==> src/rtl/stall_pkg.sv <==
package stall_pkg;

    localparam int unsigned TIN_W = 16;

    typedef enum logic [1:0] {
        BLK_OFFSET = 2'd0,
        BLK_STEPS  = 2'd1,
        BLK_IDLE   = 2'd2
    } blank_phase_e;

    typedef struct packed {
        logic stall;
        logic dis;
    } stall_state_t;

    typedef struct packed {
        logic pwr_up;
        logic flt_rec;
        logic slp_exit;
        logic clr;
    } restart_ev_t;

    function automatic logic any_restart(input restart_ev_t ev);
        return ev.pwr_up | ev.flt_rec | ev.slp_exit | ev.clr;
    endfunction

    function automatic logic report_low(input logic stall, input logic rep_en);
        return stall & rep_en;
    endfunction

endpackage

==> src/rtl/stall_sync.sv <==
module stall_sync #(
    parameter int unsigned STAGES = 2
) (
    input  logic clk,
    input  logic rst,
    input  logic d_i,
    output logic q_o
);
    logic [STAGES-1:0] chain_q;

    always_ff @(posedge clk) begin
        if (rst) chain_q <= '0;
        else     chain_q <= {chain_q[STAGES-2:0], d_i};
    end

    assign q_o = chain_q[STAGES-1];
endmodule

==> src/rtl/stall_blank_timer.sv <==
module stall_blank_timer
    import stall_pkg::*;
#(
    parameter int unsigned OFF_CYC  = 500000,
    parameter int unsigned STEP_CYC = 10240
) (
    input  logic             clk,
    input  logic             rst,
    input  logic             restart_i,
    input  logic [TIN_W-1:0] tin_i,
    output logic             blank_o
);
    localparam int unsigned OFF_W  = $clog2(OFF_CYC + 1);
    localparam int unsigned STEP_W = $clog2(STEP_CYC + 1);
    localparam logic [OFF_W-1:0]  OFF_LAST  = OFF_W'(OFF_CYC - 1);
    localparam logic [STEP_W-1:0] STEP_LAST = STEP_W'(STEP_CYC - 1);

    blank_phase_e      phase_q;
    logic [OFF_W-1:0]  off_cnt_q;
    logic [STEP_W-1:0] pre_cnt_q;
    logic [TIN_W-1:0]  step_cnt_q;
    logic [TIN_W-1:0]  tin_q;

    always_ff @(posedge clk) begin
        if (rst || restart_i) begin
            phase_q    <= BLK_OFFSET;
            off_cnt_q  <= '0;
            pre_cnt_q  <= '0;
            step_cnt_q <= '0;
            tin_q      <= tin_i;
        end else begin
            case (phase_q)
                BLK_OFFSET: begin
                    if (off_cnt_q == OFF_LAST) begin
                        phase_q <= (tin_q == '0) ? BLK_IDLE : BLK_STEPS;
                    end else begin
                        off_cnt_q <= off_cnt_q + 1'b1;
                    end
                end
                BLK_STEPS: begin
                    if (pre_cnt_q == STEP_LAST) begin
                        pre_cnt_q  <= '0;
                        step_cnt_q <= step_cnt_q + 1'b1;
                        if (step_cnt_q == tin_q - TIN_W'(1)) phase_q <= BLK_IDLE;
                    end else begin
                        pre_cnt_q <= pre_cnt_q + 1'b1;
                    end
                end
                default: phase_q <= BLK_IDLE;
            endcase
        end
    end

    assign blank_o = (phase_q != BLK_IDLE);

    // any restart event reopens the window on the next cycle
    p_restart_blank_r3: assert property (@(posedge clk) disable iff (rst)
        restart_i |=> blank_o);

    // once closed, the window stays closed until a restart
    p_idle_holds_r2: assert property (@(posedge clk) disable iff (rst)
        (!blank_o && !restart_i) |=> !blank_o);

    // the step phase is only entered from the offset phase
    p_steps_entry_r2: assert property (@(posedge clk) disable iff (rst)
        (phase_q == BLK_IDLE && !restart_i) |=> phase_q != BLK_STEPS);
endmodule

==> src/rtl/stall_ctrl.sv <==
module stall_ctrl
    import stall_pkg::*;
(
    input  logic         clk,
    input  logic         rst,
    input  logic         en_i,
    input  logic         smode_i,
    input  logic         cmp_i,
    input  logic         blank_i,
    input  logic         clr_i,
    output stall_state_t st_o
);
    stall_state_t st_q;
    logic         qualify;

    assign qualify = en_i && !blank_i && cmp_i && !st_q.stall;

    always_ff @(posedge clk) begin
        if (rst) begin
            st_q <= '0;
        end else if (clr_i) begin
            st_q <= '0;
        end else if (qualify) begin
            st_q.stall <= 1'b1;
            st_q.dis   <= !smode_i;
        end
    end

    assign st_o = st_q;

    // a disabled detector never raises the flag
    p_off_no_set_r4: assert property (@(posedge clk) disable iff (rst)
        (!en_i && !st_q.stall) |=> !st_q.stall);

    // no flag is raised inside the window
    p_blank_no_set_r10: assert property (@(posedge clk) disable iff (rst)
        (blank_i && !st_q.stall) |=> !st_q.stall);

    // the disable request is held until a clear
    p_dis_hold_r5: assert property (@(posedge clk) disable iff (rst)
        (st_q.dis && !clr_i) |=> st_q.dis);

    // a disable request never exists without the flag
    p_dis_needs_stall_r5: assert property (@(posedge clk) disable iff (rst)
        st_q.dis |-> st_q.stall);

    // indication-only mode never raises the disable request
    p_mode1_no_dis_r6: assert property (@(posedge clk) disable iff (rst)
        (!st_q.dis && smode_i) |=> !st_q.dis);

    // a clear always wins
    p_clear_r7: assert property (@(posedge clk) disable iff (rst)
        clr_i |=> (!st_q.stall && !st_q.dis));
endmodule

==> src/rtl/stall_detector.sv <==
module stall_detector
    import stall_pkg::*;
#(
    parameter int unsigned OFF_CYC   = 500000,
    parameter int unsigned STEP_CYC  = 10240,
    parameter int unsigned SYNC_STGS = 2
) (
    input  logic        clk,
    input  logic        rst,
    input  logic        cmp_i,
    input  logic        det_en_i,
    input  logic        smode_i,
    input  logic        rep_en_i,
    input  logic [15:0] tinrush_i,
    input  logic        pwr_up_i,
    input  logic        flt_rec_i,
    input  logic        slp_exit_i,
    input  logic        clr_flt_i,
    output logic        stall_o,
    output logic        out_dis_o,
    output logic        fault_n_o,
    output logic        blank_o
);
    logic         cmp_s;
    logic         blank;
    logic         restart;
    restart_ev_t  ev;
    stall_state_t st;

    assign ev.pwr_up   = pwr_up_i;
    assign ev.flt_rec  = flt_rec_i;
    assign ev.slp_exit = slp_exit_i;
    assign ev.clr      = clr_flt_i;
    assign restart     = any_restart(ev);

    stall_sync #(.STAGES(SYNC_STGS)) u_sync (
        .clk (clk),
        .rst (rst),
        .d_i (cmp_i),
        .q_o (cmp_s)
    );

    stall_blank_timer #(.OFF_CYC(OFF_CYC), .STEP_CYC(STEP_CYC)) u_timer (
        .clk       (clk),
        .rst       (rst),
        .restart_i (restart),
        .tin_i     (tinrush_i),
        .blank_o   (blank)
    );

    stall_ctrl u_ctrl (
        .clk     (clk),
        .rst     (rst),
        .en_i    (det_en_i),
        .smode_i (smode_i),
        .cmp_i   (cmp_s),
        .blank_i (blank),
        .clr_i   (clr_flt_i),
        .st_o    (st)
    );

    assign stall_o   = st.stall;
    assign out_dis_o = st.dis;
    assign fault_n_o = !report_low(st.stall, rep_en_i);
    assign blank_o   = blank;

    // with reporting off the fault pin stays high
    p_no_report_r8: assert property (@(posedge clk) disable iff (rst)
        !rep_en_i |-> fault_n_o);

    // a low fault pin always means a flagged stall
    p_fault_means_stall_r8: assert property (@(posedge clk) disable iff (rst)
        !fault_n_o |-> stall_o);
endmodule

==> config.mk <==
export PLATFORM = sky130hd
export DESIGN_NAME = stall_detector
export DESIGN_NICKNAME = d
export VERILOG_FILES = /design/src/rtl/stall_pkg.sv /design/src/rtl/stall_sync.sv /design/src/rtl/stall_blank_timer.sv /design/src/rtl/stall_ctrl.sv /design/src/rtl/stall_detector.sv
export SDC_FILE = /design/constraint.sdc
export NUM_CORES = 1
export LEC_CHECK = 0
export ABC_AREA = 0
export BUFFER_PORTS_ARGS = -buffer_cell sky130_fd_sc_hd__buf_2
export CELL_PAD_IN_SITES_DETAIL_PLACEMENT = 0
export CELL_PAD_IN_SITES_GLOBAL_PLACEMENT = 1
export CORE_UTILIZATION = 49
export CTS_CLUSTER_DIAMETER = 100
export DETAILED_ROUTE_END_ITERATION = 7
export PLACE_DENSITY = 0.93
export SKIP_LAST_GASP = 1
export SYNTH_ARGS = -nofsm -noshare
export SYNTH_HDL_FRONTEND = slang
export SYNTH_SLANG_ARGS = --single-unit
==> constraint.sdc <==
create_clock -name clk -period 7.95 [get_ports clk]
set_input_delay 0.3975 -clock clk [delete_from_list [all_inputs] [get_ports clk]]
set_output_delay 0.3975 -clock clk [all_outputs]
set_load 0.02 [all_outputs]
== Yosys cells after proc, flatten, opt, wreduce, memory -nomap -nowiden ==
Cells that the tools add are included.

* Bits of input ports: 26
* Register bits after elaboration: 71
* Word-level logic and storage cells: 45
* Output and inout port bits: 4

* Bitwise logic cells: 5
* Equality and inequality tests: 8
* Reduce and logical (&&, ||, !) cells: 14
* Add/subtract/negate cells: 4
* Multiplexer cells: 6

{| class="wikitable"
|+ Operators by type and width
! cell !! number
|-
| $add 19x1->19 const B || 1
|-
| $eq 19x19->1 const B || 1
|-
| $add 16x1->16 const B || 1
|-
| $eq 16x16->1 || 1
|-
| $logic_not 16->1 || 1
|-
| $sub 16x1->16 const B || 1
|-
| $add 14x1->14 const B || 1
|-
| $eq 14x14->1 const B || 1
|-
| $mux 14 || 1
|-
| $mux 2 || 4
|-
| $ne 2x1->1 const B || 3
|-
| $logic_not 1->1 || 4
|-
| $pmux 2 s2 || 1
|-
| $reduce_and 2->1 || 2
|-
| $logic_and 1x1->1 || 3
|-
| $or 1x1->1 || 3
|-
| $reduce_and 3->1 || 1
|-
| $eq 2x1->1 const B || 1
|-
| $logic_not 2->1 || 1
|-
| $ne 2x2->1 const B || 1
|-
| $reduce_or 2->1 || 1
|-
| $and 1x1->1 || 1
|-
| $logic_or 1x1->1 || 1
|-
| $not 1->1 || 1
|}

== Depth between registers and ports, before layout ==
* Depth after elaboration: 5
* Depth in mapped cells: 9
* Mapped depth without buffers: 9

== Hierarchy ==
A second synthesis with hierarchy kept.

* Cells, all modules: 367
* Area total of the unflattened synthesis: 3469.6 µm²

{| class="wikitable"
|+ Modules (own cells, without submodules)
! module !! sequential area each (µm²) !! times used !! cells each !! area each (µm²)
|-
| stall_blank_timer || 1501.4 || 1 || 353 || 3314.4
|-
| stall_ctrl || 40.0 || 1 || 8 || 91.3
|-
| stall_sync || 40.0 || 1 || 4 || 52.6
|-
| stall_detector || 0.0 || 1 || 2 || 11.3
|}

== Worst setup path after synthesis ==
Ideal clock, no wire load.

* Path type: register to register
* From: reg u_timer.tin_q[0]
* To: reg u_timer.phase_q[1]
* Buffers on the path: 0
* Clock period less this slack: 2.716 ns
* Cell stages (with the launch flop): 10
* Data required time: 7.871 ns
* Path slack: 5.234 ns
* Data arrival time: 2.637 ns
* Library setup time: 0.079 ns
* Cell sequence: edfxtp_1 -> inv_1 -> ha_1 -> or4b_4 -> nor4_4 -> xor2_1 -> o22ai_2 -> o211ai_2 -> or4_1 -> a211oi_2

* Longest elaborated chain between the ends: 4
* Elaborated cells on any way between the ends: 8
* Classes of those cells: add/sub (1); eq/ne (2); mux (3); reduce/logical (2)

{| class="wikitable"
|+ RTL lines
! what !! RTL line !! text
|-
| start, declared || stall_blank_timer.sv:22 || <nowiki>logic [TIN_W-1:0] tin_q;</nowiki>
|-
| start signal, assigned || stall_blank_timer.sv:30 || <nowiki>tin_q <= tin_i;</nowiki>
|-
| $sub 16x1->16 or $logic_not 16->1 (tied branches) || stall_blank_timer.sv:44, stall_blank_timer.sv:35 ||
|-
| $eq 16x16->1 or $mux 2 (tied branches) || stall_blank_timer.sv:44, stall_blank_timer.sv:35 ||
|-
| $ne 2x1->1 (no line) or $mux 2 (tied branches) || -- ||
|-
| $reduce_and 3->1 (no line) or $pmux 2 s2 (tied branches) || -- ||
|-
| end signal, assigned || stall_blank_timer.sv:35 || <nowiki>phase_q <= (tin_q == '0) ? BLK_IDLE : BLK_STEPS;</nowiki>
|-
| end, declared || stall_blank_timer.sv:18 || <nowiki>blank_phase_e phase_q;</nowiki>
|}

Several ways; a longest one is shown, not always the timed one. The select of a mux whose other input is x is not followed.
A chain may end at the register's enable or synchronous reset.

== Worst setup path after layout ==
Same ends and word-level chain as after synthesis.

==> impl_summary.txt <==
----------------------------------------------------
[Run status]
  Outcome ... finished, final reports clean

[STA]
  Worst Hold Slack ... 0.235 ns
  Min Clock Period, post-route ... 2.89 ns
  Worst-case headroom to the max-slew limit ... 30.8%
  Final sum of negative setup slack ... 0 ns
  Final setup violation count ... 0
  Max Clk Rate ... 346 MHz
  Max-slew violation count ... 0
  Maximum clock skew at final layout ... 0.0106 ns
  Final hold vios ... 0
  Worst slew pin tran ... 1.03 ns
  Ratio of final minimum period to clock period ... 36.4%
  Unrepaired setup endpoints after global routing ... false

[Floorplan]
  Die Span X ... 86.1 um
  Initial core utilization ... 51.0%
  Number of standard-cell rows in the floorplan ... 30
  Count of pins on the block boundary ... 30
  Core Area ... 6790 um^2
  Height of the die ... 86.1 um
  Area of the die ... 7410 um^2

[Critical path]
  CP peak stage delay ... 0.54 ns
  Startpoint type of the worst setup path ... flip-flop
  Required time at the worst-slack endpoint ... 8.21 ns
  Critical-path top delay cell ... or4b_4
  Type of the worst setup path ... flip-flop to flip-flop
  FF-to-FF path depth ... 9
  Sort of element at the end of the critical path ... flip-flop
  Critical path cell sequence ... inv_1 -> ha_1 -> or4b_4 -> nor4_4 -> xor2_1 -> o22ai_2 -> o211ai_2 -> or4_1 -> a211oi_2
  CP Data Arrival Time ... 3.15 ns
  CP max FO ... 6

[Logic synthesis]
  Synthesized Nets ... 406
  Async set-or-reset flop fraction in the synthesized netlist ... 0%
  Number of distinct standard cells referenced by the synthesized netlist ... 44
  Syn. warnings ... 0
  Syn Std Cell Area ... 3460 um^2
  Commonest register cell after synthesis ... dfxtp_1
  Post-synthesis sequential element count ... 71
  Area share of the largest cell type after synthesis ... 31.8%
  Post-synthesis sequential area ratio ... 45.7%
  Mean instance size in the synthesized netlist ... 9.21 um^2
  Top cell type by total area after synthesis ... dfxtp_1
  Largest cells by area after synthesis ... dfxtp_1 (32%), edfxtp_1 (14%), xor2_1 (8.1%)
  Post-synthesis instance total ... 376
  Number of synthesized flops with an enable pin ... 16
  Most instantiated library cell after synthesis ... nor2_1
  Most numerous cell types in the synthesized netlist ... nor2_1 (64), dfxtp_1 (55), xor2_1 (32)

[Placed design]
  PortBufs ... 29
  Post-detailed-placement half-perimeter wirelength ... 4.51 mm
  Routability congestion estimate ... 0.801
  Placed instance count ... 490

[Detailed routing]
  Drt initial violations ... 109
  Number of vias after detailed routing ... 2645
  Drt wl/cell ... 12.7 um
  Drt total wl ... 6.40 mm
  ANT nets after route ... 0
  Number of detailed-route iterations in the first pass ... 4
  DRC violation count after routing ... 0
  Number of vias per cell after detailed routing ... 5.23

[Clocking]
  Worst-skew pair later-pin latency ... 0.34 ns
  CTS HTree Levels ... 3
  Clock-pin slew on the worst setup and hold paths ... 0.07 ns
  Number of instances resized during post-cts repair ... 0
  Clock tree buffer depth ... 2
  TritonCTS Sinks ... 71
  Buffer count from post-CTS setup fixing ... 0
  Number of buffers created by CTS ... 9
  CTS tree ... done
  Clock root buffer ... clkbuf_8
  Number of buffers inserted for hold repair after clock tree synthesis ... 0

[GRT]
  Number of global-route vias before repair ... 2534
  Number of antenna violations at the first check in global routing ... 0
  Largest net degree at the start of global routing ... 58
  Global-route wire length before repair ... 11.1 mm
  Remaining global-route overflow ... 0
  Overall fraction of global-route tracks in use ... 19.0%

[Power and ir drop]
  Peak supply drop ... 107 uV
  Static leakage ... 1.24 nW
  Total power density per cell area ... 176 nW/um^2

[Finish]
  Fraction of final layout cells with drive strength greater than 1 ... 13.9%
  Number of cells in the finished layout apart from fillers ... 506
  Area growth from synthesis to layout ... 11.8%
  Final nets ... 435
  Fill cell instance count of the final layout ... 596
  Multi-input combinational cell area ... 1800 um^2
  Area taken by flip-flops and latches ... 1580 um^2
  Antenna diode count ... 0

[Worst hold path]
  Path type of the worst min-delay path ... input pin to flip-flop
  Worst hold path cell count ... 1

[Flow run]
  Count of maximum capacitance violations ... 0

----------------------------------------------------
[final cells by class]
| cell class | instances | share of cell area [%] |
|---|---|---|
| sequential | 71 | 40.9 |
| inverter | 10 | 0.970 |
| timing repair buffer | 30 | 3.94 |
| multi-input combinational | 283 | 46.5 |
| clock buffer | 10 | 3.30 |
| tap | 96 | 3.10 |
| clock inverter | 6 | 1.33 |
[per-layer routing]
layer  track usage [%]  up-vias  wire [um]
met5                 0        -          0
met4              9.55        0        120
met3              3.66       10        164
met2              29.8       43       2830
met1              25.0     1216       3280
li1                  -     1376          -
[power breakdown]
part | leakage [nW] | internal (W) | switching, W
Sequential | 0.612 | 0.000375 | 0.00000843
Combinational | 0.535 | 0.0000149 | 0.0000133
Clock | 0.0925 | 0.000141 | 0.000127
[final timing paths]
| kind | startpoint | endpoint | slack [ns] |
|---|---|---|---|
| worst min register to register | u_sync.chain_q[0] | u_sync.chain_q[1] | 0.46 |
| worst min-delay path | tinrush_i[7] | u_timer.tin_q[7] | 0.23 |
| worst max register to register | u_timer.tin_q[0] | u_timer.phase_q[1] | 5.06 |
| worst max-delay path | u_timer.tin_q[0] | u_timer.phase_q[1] | 5.06 |
[kinds of logic after synthesis]
group | share of synthesized area (%)
AOI/OAI and AO/OA | 6.00
adders and majority gates | 1.45
xor gates and xnor gates | 15.4
muxes | 1.45
buffers and inverters | 2.60
and+or+nand+nor | 27.4
DFF | 45.7
[flip-flops by register name (all words and copies together) (netlist names)]
name                count
u_ctrl.st_o             2
u_sync.chain_q          2
u_timer.off_cnt_q      19
u_timer.phase_q         2
u_timer.pre_cnt_q      14
u_timer.step_cnt_q     16
u_timer.tin_q          16
[critical path, delay by kind of cell (launching register included)]
family                     cells  cell delay, ns
adders and majority gates      1            0.26
AOI/OAI and AO/OA              3            0.51
DFF                            1            0.44
buffers and inverters          1            0.08
and+or+nand+nor                3            1.38
xor gates and xnor gates       1            0.13
[metrics by stage]
step	utilization, %	power, W	worst slack, ns	cell area (um^2)
after floorplan	-	0.000409	5.23	3460
after global placement	54.3	0.000419	5.14	3690
after detailed placement	54.3	0.000420	5.08	3690
after CTS	57.0	0.000687	5.06	3870
after global routing	57.0	0.000708	4.89	3870
final	57.0	0.000680	5.06	3870
[cells in the final DEF (no fill, tap or decap), types with 2 or more instances in the layout]
cell,instances
nor3_1,12
clkinv_1,3
mux2i_1,5
xor2_1,32
and3_1,2
a211oi_1,4
nand2_1,25
nor2b_1,5
a221oi_1,2
nor2_1,64
a31oi_1,2
nor4_1,10
nor4bb_1,2
and4_1,3
o21ai_0,7
dfxtp_1,55
clkinv_2,2
nor4b_1,2
or4_1,3
xnor2_1,29
inv_1,10
edfxtp_1,16
nor3b_1,3
or2_2,5
nand2b_1,2
buf_2,29
a21oi_1,8
nand4_1,14
or3_1,6
nand3_1,17
ha_1,4
clkbuf_8,9
Note: power is estimated with default switching activity, not from simulation.
